<file path="config.mk">
export PLATFORM = sky130hd
export DESIGN_NAME = qbp_port
export DESIGN_NICKNAME = d
export VERILOG_FILES = /design/src/rtl/qbp_pkg.sv /design/src/rtl/qbp_sync.sv /design/src/rtl/qbp_pulse.sv /design/src/rtl/qbp_drive.sv /design/src/rtl/qbp_port.sv
export SDC_FILE = /design/constraint.sdc
export NUM_CORES = 1
export LEC_CHECK = 0
export BUFFER_PORTS_ARGS = -buffer_cell sky130_fd_sc_hd__buf_2
export CAP_MARGIN = 10
export CORE_MARGIN = 2
export CORE_UTILIZATION = 50
export DETAILED_ROUTE_END_ITERATION = 16
export PLACE_DENSITY_LB_ADDON = 0.08
export SETUP_SLACK_MARGIN = 0.2
export SYNTH_ARGS = -nofsm -noshare
export SYNTH_HDL_FRONTEND = slang
export SYNTH_HIERARCHICAL = 1
export SYNTH_SLANG_ARGS = --single-unit
</file>
<file path="constraint.sdc">
create_clock -name clk -period 1.1 [get_ports clk]
set_clock_uncertainty 0.05 [all_clocks]
set_input_delay 0.11 -clock clk [delete_from_list [all_inputs] [get_ports clk]]
set_output_delay 0.11 -clock clk [all_outputs]
set_load 0.05 [all_outputs]
</file>
<file path="src/rtl/qbp_pkg.sv">
`timescale 1ns/1ps
package qbp_pkg;
  typedef enum logic [1:0] {
    PM_QUASI = 2'd0,
    PM_OPEN  = 2'd1,
    PM_PUSH  = 2'd2,
    PM_RSVD  = 2'd3
  } pin_mode_e;

  typedef struct packed {
    logic pd;
    logic spu;
    logic wpu;
  } drive_t;
endpackage

</file>
<file path="src/rtl/qbp_sync.sv">
`timescale 1ns/1ps
module qbp_sync #(
  parameter int W = 8
) (
  input  logic         clk,
  input  logic         rst,
  input  logic [W-1:0] d,
  output logic [W-1:0] q
);
  logic [W-1:0] meta_q;

  always_ff @(posedge clk) begin
    if (rst) begin
      meta_q <= '0;
      q      <= '0;
    end else begin
      meta_q <= d;
      q      <= meta_q;
    end
  end
endmodule

</file>
<file path="src/rtl/qbp_pulse.sv">
`timescale 1ns/1ps
module qbp_pulse #(
  parameter int PULSE_LEN = 2,
  parameter bit RST_VAL   = 1'b1
) (
  input  logic clk,
  input  logic rst,
  input  logic lvl,
  output logic active
);
  localparam int CW = (PULSE_LEN > 1) ? $clog2(PULSE_LEN) : 1;

  logic          lvl_q;
  logic [CW-1:0] cnt_q;
  logic          rise;

  assign rise   = lvl & ~lvl_q;
  assign active = lvl & (rise | (cnt_q != '0));

  always_ff @(posedge clk) begin
    if (rst) begin
      lvl_q <= RST_VAL;
      cnt_q <= '0;
    end else begin
      lvl_q <= lvl;
      if (!lvl)
        cnt_q <= '0;
      else if (rise)
        cnt_q <= CW'(PULSE_LEN - 1);
      else if (cnt_q != '0)
        cnt_q <= cnt_q - 1'b1;
    end
  end
endmodule

</file>
<file path="src/rtl/qbp_drive.sv">
`timescale 1ns/1ps
module qbp_drive
  import qbp_pkg::*;
#(
  parameter logic [1:0] MODE      = 2'd0,
  parameter bit         NOPULL    = 1'b0,
  parameter bit         ADDR_PORT = 1'b0
) (
  input  logic   lvl,
  input  logic   pulse,
  input  logic   pin_s,
  input  logic   ext_mem,
  input  logic   bus_lvl,
  output drive_t drv
);
  localparam pin_mode_e PM = pin_mode_e'(MODE);

  always_comb begin
    drv = '0;
    if (ADDR_PORT && ext_mem) begin
      case (PM)
        PM_QUASI: begin
          drv.pd  = ~bus_lvl;
          drv.spu = bus_lvl;
        end
        PM_PUSH: begin
          drv.pd  = 1'b0;
        end
        default: begin
          drv.pd  = ~bus_lvl;
        end
      endcase
    end else begin
      drv.pd = ~lvl;
      case (PM)
        PM_QUASI: begin
          drv.spu = lvl & pulse;
          drv.wpu = ADDR_PORT ? 1'b0 : (lvl & pin_s);
        end
        PM_PUSH: begin
          drv.spu = lvl;
        end
        default: begin
          drv.spu = 1'b0;
        end
      endcase
    end
    if (NOPULL) begin
      drv.spu = 1'b0;
      drv.wpu = 1'b0;
    end
  end
endmodule

</file>
<file path="src/rtl/qbp_port.sv">
`timescale 1ns/1ps
module qbp_port
  import qbp_pkg::*;
#(
  parameter int                  N_PINS         = 8,
  parameter logic [2*N_PINS-1:0] PIN_MODE       = '0,
  parameter logic [N_PINS-1:0]   RST_LEVEL      = '1,
  parameter logic [N_PINS-1:0]   NO_PULL        = '0,
  parameter bit                  ADDR_DATA_PORT = 1'b0,
  parameter int                  PULSE_LEN      = 2
) (
  input  logic              clk,
  input  logic              rst,
  input  logic              wr_en,
  input  logic [N_PINS-1:0] wr_data,
  input  logic [N_PINS-1:0] alt_out,
  input  logic              ext_mem,
  input  logic [N_PINS-1:0] bus_out,
  input  logic [N_PINS-1:0] pin_in,
  output logic [N_PINS-1:0] pin_rd,
  output logic [N_PINS-1:0] pd_en,
  output logic [N_PINS-1:0] spu_en,
  output logic [N_PINS-1:0] wpu_en,
  output logic              cfg_err
);
  function automatic bit any_push(input logic [2*N_PINS-1:0] modes);
    bit found = 1'b0;
    for (int k = 0; k < N_PINS; k++)
      if (modes[2*k +: 2] == PM_PUSH) found = 1'b1;
    return found;
  endfunction

  localparam bit HAS_PUSH = any_push(PIN_MODE);

  logic [N_PINS-1:0] latch_q;
  logic [N_PINS-1:0] eff_lvl;
  logic [N_PINS-1:0] bus_lvl;
  logic [N_PINS-1:0] pulse_on;
  drive_t            drv [N_PINS];

  always_ff @(posedge clk) begin
    if (rst)
      latch_q <= RST_LEVEL;
    else if (wr_en)
      latch_q <= wr_data;
  end

  assign eff_lvl = latch_q & alt_out;
  assign bus_lvl = latch_q & bus_out;

  qbp_sync #(.W(N_PINS)) u_sync (
    .clk (clk),
    .rst (rst),
    .d   (pin_in),
    .q   (pin_rd)
  );

  for (genvar i = 0; i < N_PINS; i++) begin : g_pin
    qbp_pulse #(
      .PULSE_LEN (PULSE_LEN),
      .RST_VAL   (RST_LEVEL[i])
    ) u_pulse (
      .clk    (clk),
      .rst    (rst),
      .lvl    (eff_lvl[i]),
      .active (pulse_on[i])
    );

    qbp_drive #(
      .MODE      (PIN_MODE[2*i +: 2]),
      .NOPULL    (NO_PULL[i]),
      .ADDR_PORT (ADDR_DATA_PORT)
    ) u_drive (
      .lvl     (eff_lvl[i]),
      .pulse   (pulse_on[i]),
      .pin_s   (pin_rd[i]),
      .ext_mem (ext_mem),
      .bus_lvl (bus_lvl[i]),
      .drv     (drv[i])
    );

    always_ff @(posedge clk) begin
      if (rst) begin
        pd_en[i]  <= 1'b0;
        spu_en[i] <= 1'b0;
        wpu_en[i] <= 1'b0;
      end else begin
        pd_en[i]  <= drv[i].pd;
        spu_en[i] <= drv[i].spu;
        wpu_en[i] <= drv[i].wpu;
      end
    end
  end

  always_ff @(posedge clk) begin
    if (rst)
      cfg_err <= 1'b0;
    else
      cfg_err <= ADDR_DATA_PORT && HAS_PUSH && ext_mem;
  end
endmodule

</file>
==> results_dict.tcl, run 1 <==
set metrics [dict create \
    cp_max_fo 2 \
    avgSynthCellArea_um2 11.5 \
    path_clk_slew_ns 0.06 \
    cts_buffer_depth 2 \
    ctsHoldBuffers 15 \
    regArea_mm2 0.00133 \
    min_path_type "primary input to flip-flop" \
    slew_viol_final 0 \
    core_area_mm2 0.00429 \
    areaGrowthSynthToFinish_pct 52.9 \
    portBuffers 58 \
    cts_buffers 9 \
    r2r_start "latch_q[1]$_SDFFE_PP1P_" \
    wl_per_cell_um 11.8 \
    clkPwrFrac_pct 38.2 \
    combinationalPowerShare_pct 13.4 \
    final_cell_mix "39 x dfxtp_2, 28 x nor2b_1, 26 x buf_2, 25 x buf_6, 25 x dfxtp_1" \
    dieArea_mm2 0.00494 \
    worstHoldPathCells 2 \
    grt_pass1_vias 1552 \
    fmax_mhz 989 \
    finalCritPeriodShare_pct 91.9 \
    grt_setup_unrepaired "true" \
    critPathLaunch "latch_q[1]$_SDFFE_PP1P_" \
    setup_viol 0 \
    root_buffer "clkbuf_8" \
    start_util_pct 51.1 \
    r2r_slack_ns 0.09 \
    place.gp.congestion 0.660 \
    clock_latency_ns 0.32 \
    drc 0 \
    yosys_warnings 6 \
    drt_iter0_drc 36 \
    syn_inst 191 \
    fin_setup_tns_ns 0 \
    fin_hold_ws_ns -0.0382 \
    cp-endpoint "spu_en[1]$_SDFF_PP0_" \
    p_switching_mw 1.19 \
    h-tree-depth 3 \
    rows 24 \
    drv_cap 0 \
    ir_worst_vdd_mv 0.969 \
    crit_type "flip-flop to flip-flop" \
    cts_tree "done" \
    seq_power_share_pct 48.4 \
    diodes 0 \
    r2r_cells 4 \
    status "finished, violations left" \
    drive_above_1_share_pct 61.0 \
    p_int_mw 3.97 \
    finalPower_mw 5.16 \
    worst_ep_required_time_ns 1.26 \
    fp.dieW_um 70.3 \
    clock_sinks 64 \
    antenna_found_initial 0 \
    antenna_left 0 \
    startpoint_type "flip-flop" \
    fillers 300 \
    leakagePower_nw 1.51 \
    final_common_cell "dfxtp_2" \
    failed_checks "negative hold slack" \
    arrival_ns 1.17 \
    swShare_pct 23.0 \
    multi_input_area_um2 852 \
    powerDensity_mw_per_mm2 1540 \
    dp_hpwl_um 2130 \
    grt_max_degree 30 \
    netlist_area_mm2 0.00220 \
    hold_viol_final 1 \
    critPathCaptureType "flip-flop" \
    nNetsFinal 318 \
    io_pins 69 \
    grt_usage_pct 16.5 \
    hp-start "wr_data[0]" \
    syn-num-nets 227 \
    drt_pass1_iterations 4 \
    wl_um 3990 \
    grt_pass1_wl_um 6370 \
    rr_endpoint "spu_en[1]$_SDFF_PP0_" \
    overflow 0 \
    vias_per_cell 4.54 \
    fp.dieH_um 70.3 \
    vias 1539 \
    period_needed_ns 1.01 \
]
## worst min path at each step
stage                                        endpoint  slack (ns)
floorplan           g_pin[0].u_pulse/cnt_q$_SDFF_PP0_        0.13
global placement              latch_q[4]$_SDFFE_PP1P_        0.27
detailed placement            latch_q[7]$_SDFFE_PP1P_        0.27
CTS                           latch_q[0]$_SDFFE_PP1P_       -0.06
global route                  latch_q[0]$_SDFFE_PP1P_       -0.04
finish                        latch_q[0]$_SDFFE_PP1P_       -0.04
## registers in the layout (all words and copies together), names as in the netlist
name	flops
pd_en	8
wpu_en	8
u_sync/meta_q	8
spu_en	8
g_pin.u_pulse/cnt_q	8
latch_q	8
u_sync/q	8
g_pin.u_pulse/lvl_q	8
## area by class of cell
type / instances / area share [%]
Clock buffer: 13 / 4.73
Clock inverter: 3 / 1.19
Inverter: 16 / 1.79
Multi-Input combinational cell: 105 / 25.4
Sequential cell: 64 / 39.6
Tap cell: 52 / 1.94
Timing Repair Buffer: 86 / 25.4
## layer usage
metal	vias to the layer above	GRT usage (%)	wire length, µm
met5	-	0	0
li1	774	-	-
met1	720	17.4	1580
met4	0	8.55	57
met3	7	5.34	213
met2	38	29.0	2140
## stage by stage
step                      hold WS [ns]  instance area [µm²]  instances  utilization, %  setup slack, ns
final                          -0.0382                 3360        339            78.2           0.0887
after global routing           -0.0446                 3360        339            78.2           0.0530
after CTS                      -0.0585                 3260        337            76.0           0.0879
after detailed placement         0.268                 2590        298            60.2           0.0730
after global placement           0.270                 2590        298            60.2           0.0914
after floorplan                  0.131                 2230        191               -            0.108
## power groups by stage
stage | Combinational, mW | Clock (mW) | Sequential, mW
after floorplan | 0.228 | 0 | 2.67
after global placement | 0.513 | 0 | 2.52
after detailed placement | 0.520 | 0 | 2.52
after CTS | 0.658 | 2.04 | 2.49
after global routing | 0.740 | 2.14 | 2.51
final | 0.693 | 1.97 | 2.50
## critical path, stage by stage (launching register included)
cell and delay [ns]:
dfxtp_2 0.32, and2_4 0.13, a21boi_2 0.15, and2_1 0.13
nor2b_1 0.12
## repair_timing
action / CTS / global route
endpoints found under the setup margin: 40 / 65
resized for setup: 101 / 27
buffers inserted: 8 / 2
hold endpoints to repair: 16 / 1
pin swaps: 8 / 4
cloned: 0 / 0
No activity file was read; power rests on OpenSTA's default activity.
==> inputs of run 2 (changes only) <==
==> constraint.sdc (replaced) <==
create_clock -name clk -period 1.1 [get_ports clk]
set_clock_uncertainty 0.05 [all_clocks]
set_input_delay 0.055 -clock clk [delete_from_list [all_inputs] [get_ports clk]]
set_output_delay 0.055 -clock clk [all_outputs]
set_load 0.05 [all_outputs]
==> run 2 against run 1 <==
  * The run now ends clean
  * Non-clock buffer count grew 1
  * Routed wire length shrank 4.7%
  * Die area is the same
  * Via count shrank 1.0%
  * Maximum frequency shrank 0.13%
  * First-iteration DRC count grew 36%
  * Clock-buffer cell count is the same
  * Critical path depth is the same
  * Cell count grew 0.29%
  * Setup slack lost 0.0013 ns
==> results_dict.tcl, run 2 (synthesis results as in run 1) <==
set metrics [dict create \
    leakagePower_nw 1.48 \
    rows 24 \
    fin_area_mm2 0.00337 \
    clock_sinks 64 \
    start_util_pct 51.1 \
    drc 0 \
    slew_viol_final 0 \
    portBuffers 58 \
    dp_hpwl_um 2100 \
    clkPwrFrac_pct 36.3 \
    io_pins 69 \
    final_cell_mix "40 x dfxtp_2, 27 x nor2b_1, 26 x buf_2, 25 x buf_6, 24 x dfxtp_1" \
    setup_ws_ns 0.0874 \
    arrival_ns 1.18 \
    hold_viol_final 0 \
    p_switching_mw 1.21 \
    fin_setup_tns_ns 0 \
    grt_max_degree 31 \
    place.gp.congestion 0.659 \
    vias 1523 \
    fin_hold_ws_ns 0.0119 \
    crit_slowest_cell "dfxtp_2" \
    grt_setup_unrepaired "true" \
    fp.dieW_um 70.3 \
    combinationalPowerShare_pct 13.9 \
    h-tree-depth 3 \
    drv_cap 0 \
    diodes 0 \
    startpoint_type "flip-flop" \
    drt_pass1_iterations 4 \
    nNetsFinal 319 \
    grt_usage_pct 16.6 \
    core_area_mm2 0.00429 \
    r2r_slack_ns 0.09 \
    grt_pass1_wl_um 6240 \
    vias_per_cell 4.48 \
    swShare_pct 24.1 \
    placed_area_mm2 0.00259 \
    drive_above_1_share_pct 61.5 \
    max_stage_delay_ns 0.32 \
    fmax_mhz 988 \
    worst_ep_required_time_ns 1.27 \
    powerDensity_mw_per_mm2 1490 \
    wl_per_cell_um 11.2 \
    final_common_cell "dfxtp_2" \
    path_cells "and2_4 -> a21boi_2 -> and2_1 -> nor2b_1" \
    seq_power_share_pct 49.7 \
    finalPower_mw 5.02 \
    crit_type "flip-flop to flip-flop" \
    cp_max_fo 6 \
    routed-wl-met2_um 1880 \
    fp.dieH_um 70.3 \
    cts_tree "done" \
    highest_layer "met4" \
    antenna_left 0 \
    overflow 0 \
    period_needed_ns 1.01 \
    cts_buffers 9 \
    setup_viol 0 \
    min_path_type "primary input to flip-flop" \
    p_int_mw 3.81 \
    wl_um 3800 \
    fillers 263 \
    drt_iter0_drc 49 \
    root_buffer "clkbuf_8" \
    path_clk_slew_ns 0.07 \
    antenna_found_initial 0 \
    ir_worst_vdd_mv 1.34 \
    areaGrowthSynthToFinish_pct 53.3 \
    status "finished clean" \
    wirelength_met1_um 1600 \
    dieArea_mm2 0.00494 \
    finalCritPeriodShare_pct 92.1 \
    route.met3.wl_um 201 \
    critPathCaptureType "flip-flop" \
    cts_buffer_depth 2 \
    grt_pass1_vias 1509 \
    pre_cts_ws_ns 0.0683 \
    clock_latency_ns 0.33 \
]
[run 2: cell count changes in the layout (fill, tap and decap cells not counted), moves of 2 or more]
cell,delta
buf_8,+2
dlygate4sd3_1,+5
buf_4,-2
dlymetal6s4s_1,-4
[run 2: metrics by stage]
stage               util [%]  cells
floorplan                  -    191
global placement        60.2    298
detailed placement      60.2    298
CTS                     76.2    340
global route            78.4    340
finish                  78.4    340
[run 2: what timing repair did]
action | CTS | global route
hold buffers | 16 | 0
gates resized for setup | 102 | 29
hold endpoints to repair | 16 | 0
setup endpoints to repair | 40 | 57
buffers inserted | 10 | 0
pin swaps | 8 | 3
[run 2: final timing paths]
check,endpoint,cells past startpoint,start
max,spu_en[1]$_SDFF_PP0_,4,latch_q[1]$_SDFFE_PP1P_
min,g_pin[5].u_pulse/lvl_q$_SDFF_PP1_,3,alt_out[5]
max reg2reg,spu_en[1]$_SDFF_PP0_,4,latch_q[1]$_SDFFE_PP1P_
min reg2reg,u_sync/q[0]$_SDFF_PP0_,1,u_sync/meta_q[0]$_SDFF_PP0_
[run 2: metal layers]
metal / track usage (%) / up-vias
li1: - / 769
met1: 18.7 / 701
met2: 26.3 / 44
met3: 5.63 / 9
met4: 11.5 / 0
met5: 0 / -
[run 2: power by group through the flow]
stage | Clock, mW | Combinational [mW] | Sequential [mW]
2_1_floorplan | 0 | 0.228 | 2.67
3_3_place_gp | 0 | 0.513 | 2.52
3_5_place_dp | 0 | 0.520 | 2.52
4_1_cts | 1.86 | 0.666 | 2.49
5_1_grt | 1.97 | 0.748 | 2.51
6_report | 1.82 | 0.699 | 2.50
[run 2: worst max-delay path, delay by kind of cell, from the launching register on]
family           cells  cell delay (ns)
AO/OA/AOI/OAI        1             0.14
flip-flops           1             0.32
AND/OR/NAND/NOR      3             0.40
[run 2: cell type report]
type | count | area (µm²) | area share [%]
clock buffers | 13 | 169 | 5.02
well taps | 52 | 65.1 | 1.93
multi-input cells | 105 | 860 | 25.5
clock inverters | 3 | 15.0 | 0.446
repair buffers | 87 | 867 | 25.8
inverters | 16 | 60.1 | 1.78
flip-flops and latches | 64 | 1330 | 39.5
==> inputs of run 3 (changes only) <==
CORE_UTILIZATION = 47   (was 50)
SYNTH_HIERARCHICAL = default   (was 1)
==> run 3 against run 2 <==
  * Hold slack improved by 0.14 ns
  * Die area decreased by 6.8%
  * First-iteration DRC count decreased by 6.1%
  * Utilization decreased by 3.0 points
  * Global-route usage decreased by 0.61 points
  * Routed wire length decreased by 7.3%
  * Critical path depth decreased by 3
  * Sequential share of layout area increased by 4.7 points
  * Clock-buffer cell count increased by 1
==> results_dict.tcl, run 3 <==
set metrics [dict create \
    fillers 261 \
    arrival_ns 0.82 \
    dp_cells 270 \
    dp_hpwl_um 1940 \
    slew_headroom_pct 60.4 \
    ys.flop_type "dfxtp_1" \
    start_util_pct 48.2 \
    path_cells "buf_8" \
    clkPwrFrac_pct 40.6 \
    antenna_left 0 \
    root_buffer "clkbuf_8" \
    synth_area_leader_cell "dfxtp_1" \
    vias_per_cell 4.39 \
    startpoint_type "flip-flop" \
    wl_per_cell_um 11.3 \
    fp.dieH_um 67.8 \
    yosys_warnings 0 \
    drv_cap 0 \
    stdcell_count 312 \
    regArea_mm2 0.00132 \
    synth_edf_count 0 \
    fp.dieW_um 67.8 \
    synth.area.top_cells "dfxtp_1 67%, nor2b_1 7.8%, inv_1 4.7%" \
    overflow 0 \
    worstHoldPathCells 3 \
    nNetsFinal 293 \
    place.gp.congestion 0.690 \
    grt_usage_pct 16.0 \
    p_int_mw 4.02 \
    syn_inst 175 \
    fin_hold_ws_ns 0.156 \
    min_path_type "primary input to flip-flop" \
    tightest_slew_ns 0.594 \
    yosys.cell_types.count 14 \
    clock_latency_ns 0.32 \
    powerDensity_mw_per_mm2 1740 \
    critPathCaptureType "primary output" \
    crit_family "flip-flops" \
    crit_type "flip-flop to primary output" \
    period_needed_ns 0.930 \
    synth_seq_cells 64 \
    wl_um 3520 \
    slew_viol_final 0 \
    seq_area_frac_synth_pct 66.9 \
    avgSynthCellArea_um2 10.9 \
    fmax_mhz 1080 \
    grt_pass1_wl_um 5240 \
    drt_pass1_iterations 4 \
    cts_buffers 9 \
    io_pins 69 \
    drc 0 \
    final_cell_mix "34 x dfxtp_2, 30 x dfxtp_1, 27 x buf_8, 26 x buf_2" \
    h-tree-depth 3 \
    grt_pass1_vias 1327 \
    setup_viol 0 \
    swShare_pct 22.7 \
    synthMostInstantiatedCell "dfxtp_1" \
    areaGrowthSynthToFinish_pct 56.4 \
    fin_setup_tns_ns 0 \
    clock_sinks 64 \
    worst_ep_required_time_ns 1.00 \
    rows 23 \
    r2r_cells 2 \
    drt_iter0_drc 46 \
    cp_max_fo 2 \
    cp.depth 1 \
    finalCritPeriodShare_pct 84.5 \
    p_switching_mw 1.18 \
    grt_max_degree 38 \
    async_flop_share_pct 0 \
    leakagePower_nw 1.33 \
    multi_input_area_um2 447 \
    grt_setup_unrepaired "true" \
    combinationalPowerShare_pct 11.3 \
    cts_tree "done" \
    vias 1371 \
    core_area_mm2 0.00397 \
    dieArea_mm2 0.00460 \
    status "finished clean" \
    hold_viol_final 0 \
    antenna_found_initial 0 \
    critPathBufInv 1 \
    synth_top_cell_area_share_pct 66.9 \
    portBuffers 58 \
    path_clk_slew_ns 0.07 \
    drive_above_1_share_pct 44.3 \
    cts_buffer_depth 2 \
    max_stage_delay_ns 0.36 \
    diodes 0 \
    netlist_area_mm2 0.00192 \
    synthTopCellsByCount "64 x dfxtp_1, 24 x inv_1, 24 x nor2b_1" \
    final_common_cell "dfxtp_2" \
    crit_slowest_cell "dfxtp_2" \
    ir_worst_vdd_mv 1.21 \
    seq_power_share_pct 48.2 \
    syn-num-nets 211 \
]
run 3: cell count changes in the layout (fill, tap and decap cells not counted), sizes merged, moves of 10 or more:
cell	before	now
a21oi	0	10
and2	24	0
and2b	12	0
buf	71	61
nor2	0	16
nor2b	36	24
run 3: power groups by stage:
stage	clock, mW	combinational [mW]	sequential, mW
2_1_floorplan	0	0.201	2.65
3_3_place_gp	0	0.417	2.52
3_5_place_dp	0	0.426	2.52
4_1_cts	2.14	0.564	2.50
5_1_grt	2.26	0.623	2.52
6_report	2.11	0.586	2.51
run 3: repair_timing:
item / CTS / global route
setup buffers: 1 / 1
hold buffers: 24 / 0
hold endpoints to repair: 55 / 0
setup endpoints to repair: 32 / 34
resized for setup: 107 / 18
gates cloned: 0 / 0
run 3: path summary, 6_finish.rpt:
check        slack [ns]                               from                                 to
min                0.16                              wr_en            latch_q[3]$_SDFFE_PP1P_
max                0.17             u_sync.q[3]$_SDFF_PP0_                          pin_rd[3]
min reg2reg        0.35  g_pin[5].u_pulse.lvl_q$_SDFF_PP1_  g_pin[5].u_pulse.cnt_q$_SDFF_PP0_
max reg2reg        0.22            latch_q[7]$_SDFFE_PP1P_            latch_q[7]$_SDFFE_PP1P_
run 3: cell families after synthesis:
| family | synth area share (%) |
|---|---|
| compound gates | 9.01 |
| other cells | 0.196 |
| flops | 66.9 |
| simple gates | 14.1 |
| buf+inv | 9.80 |
run 3: area by class of cell:
cell class                 count  share of cell area (%)
sequential                    64                    44.2
multi-input combinational     73                    14.9
clock inverter                 2                    1.17
tap                           50                    2.09
timing repair buffer          85                    28.5
clock buffer                  14                    6.10
inverter                      24                    3.01
run 3: layer usage:
| metal | track usage (%) | wire length (µm) | up-vias |
|---|---|---|---|
| met5 | 0 | 0 | - |
| met2 | 29.2 | 1900 | 37 |
| met1 | 15.7 | 1420 | 631 |
| met3 | 4.93 | 158 | 4 |
| li1 | - | - | 699 |
| met4 | 10.0 | 45 | 0 |
run 3: metrics by stage:
step / setup slack, ns / utilization [%] / power, mW / instance area (µm²)
finish: 0.170 / 75.4 / 5.20 / 3000
global route: 0.149 / 75.4 / 5.40 / 3000
CTS: 0.170 / 73.7 / 5.20 / 2930
detailed placement: 0.0680 / 54.9 / 2.95 / 2180
global placement: 0.112 / 54.9 / 2.94 / 2180
floorplan: 0.275 / - / 2.85 / 1920
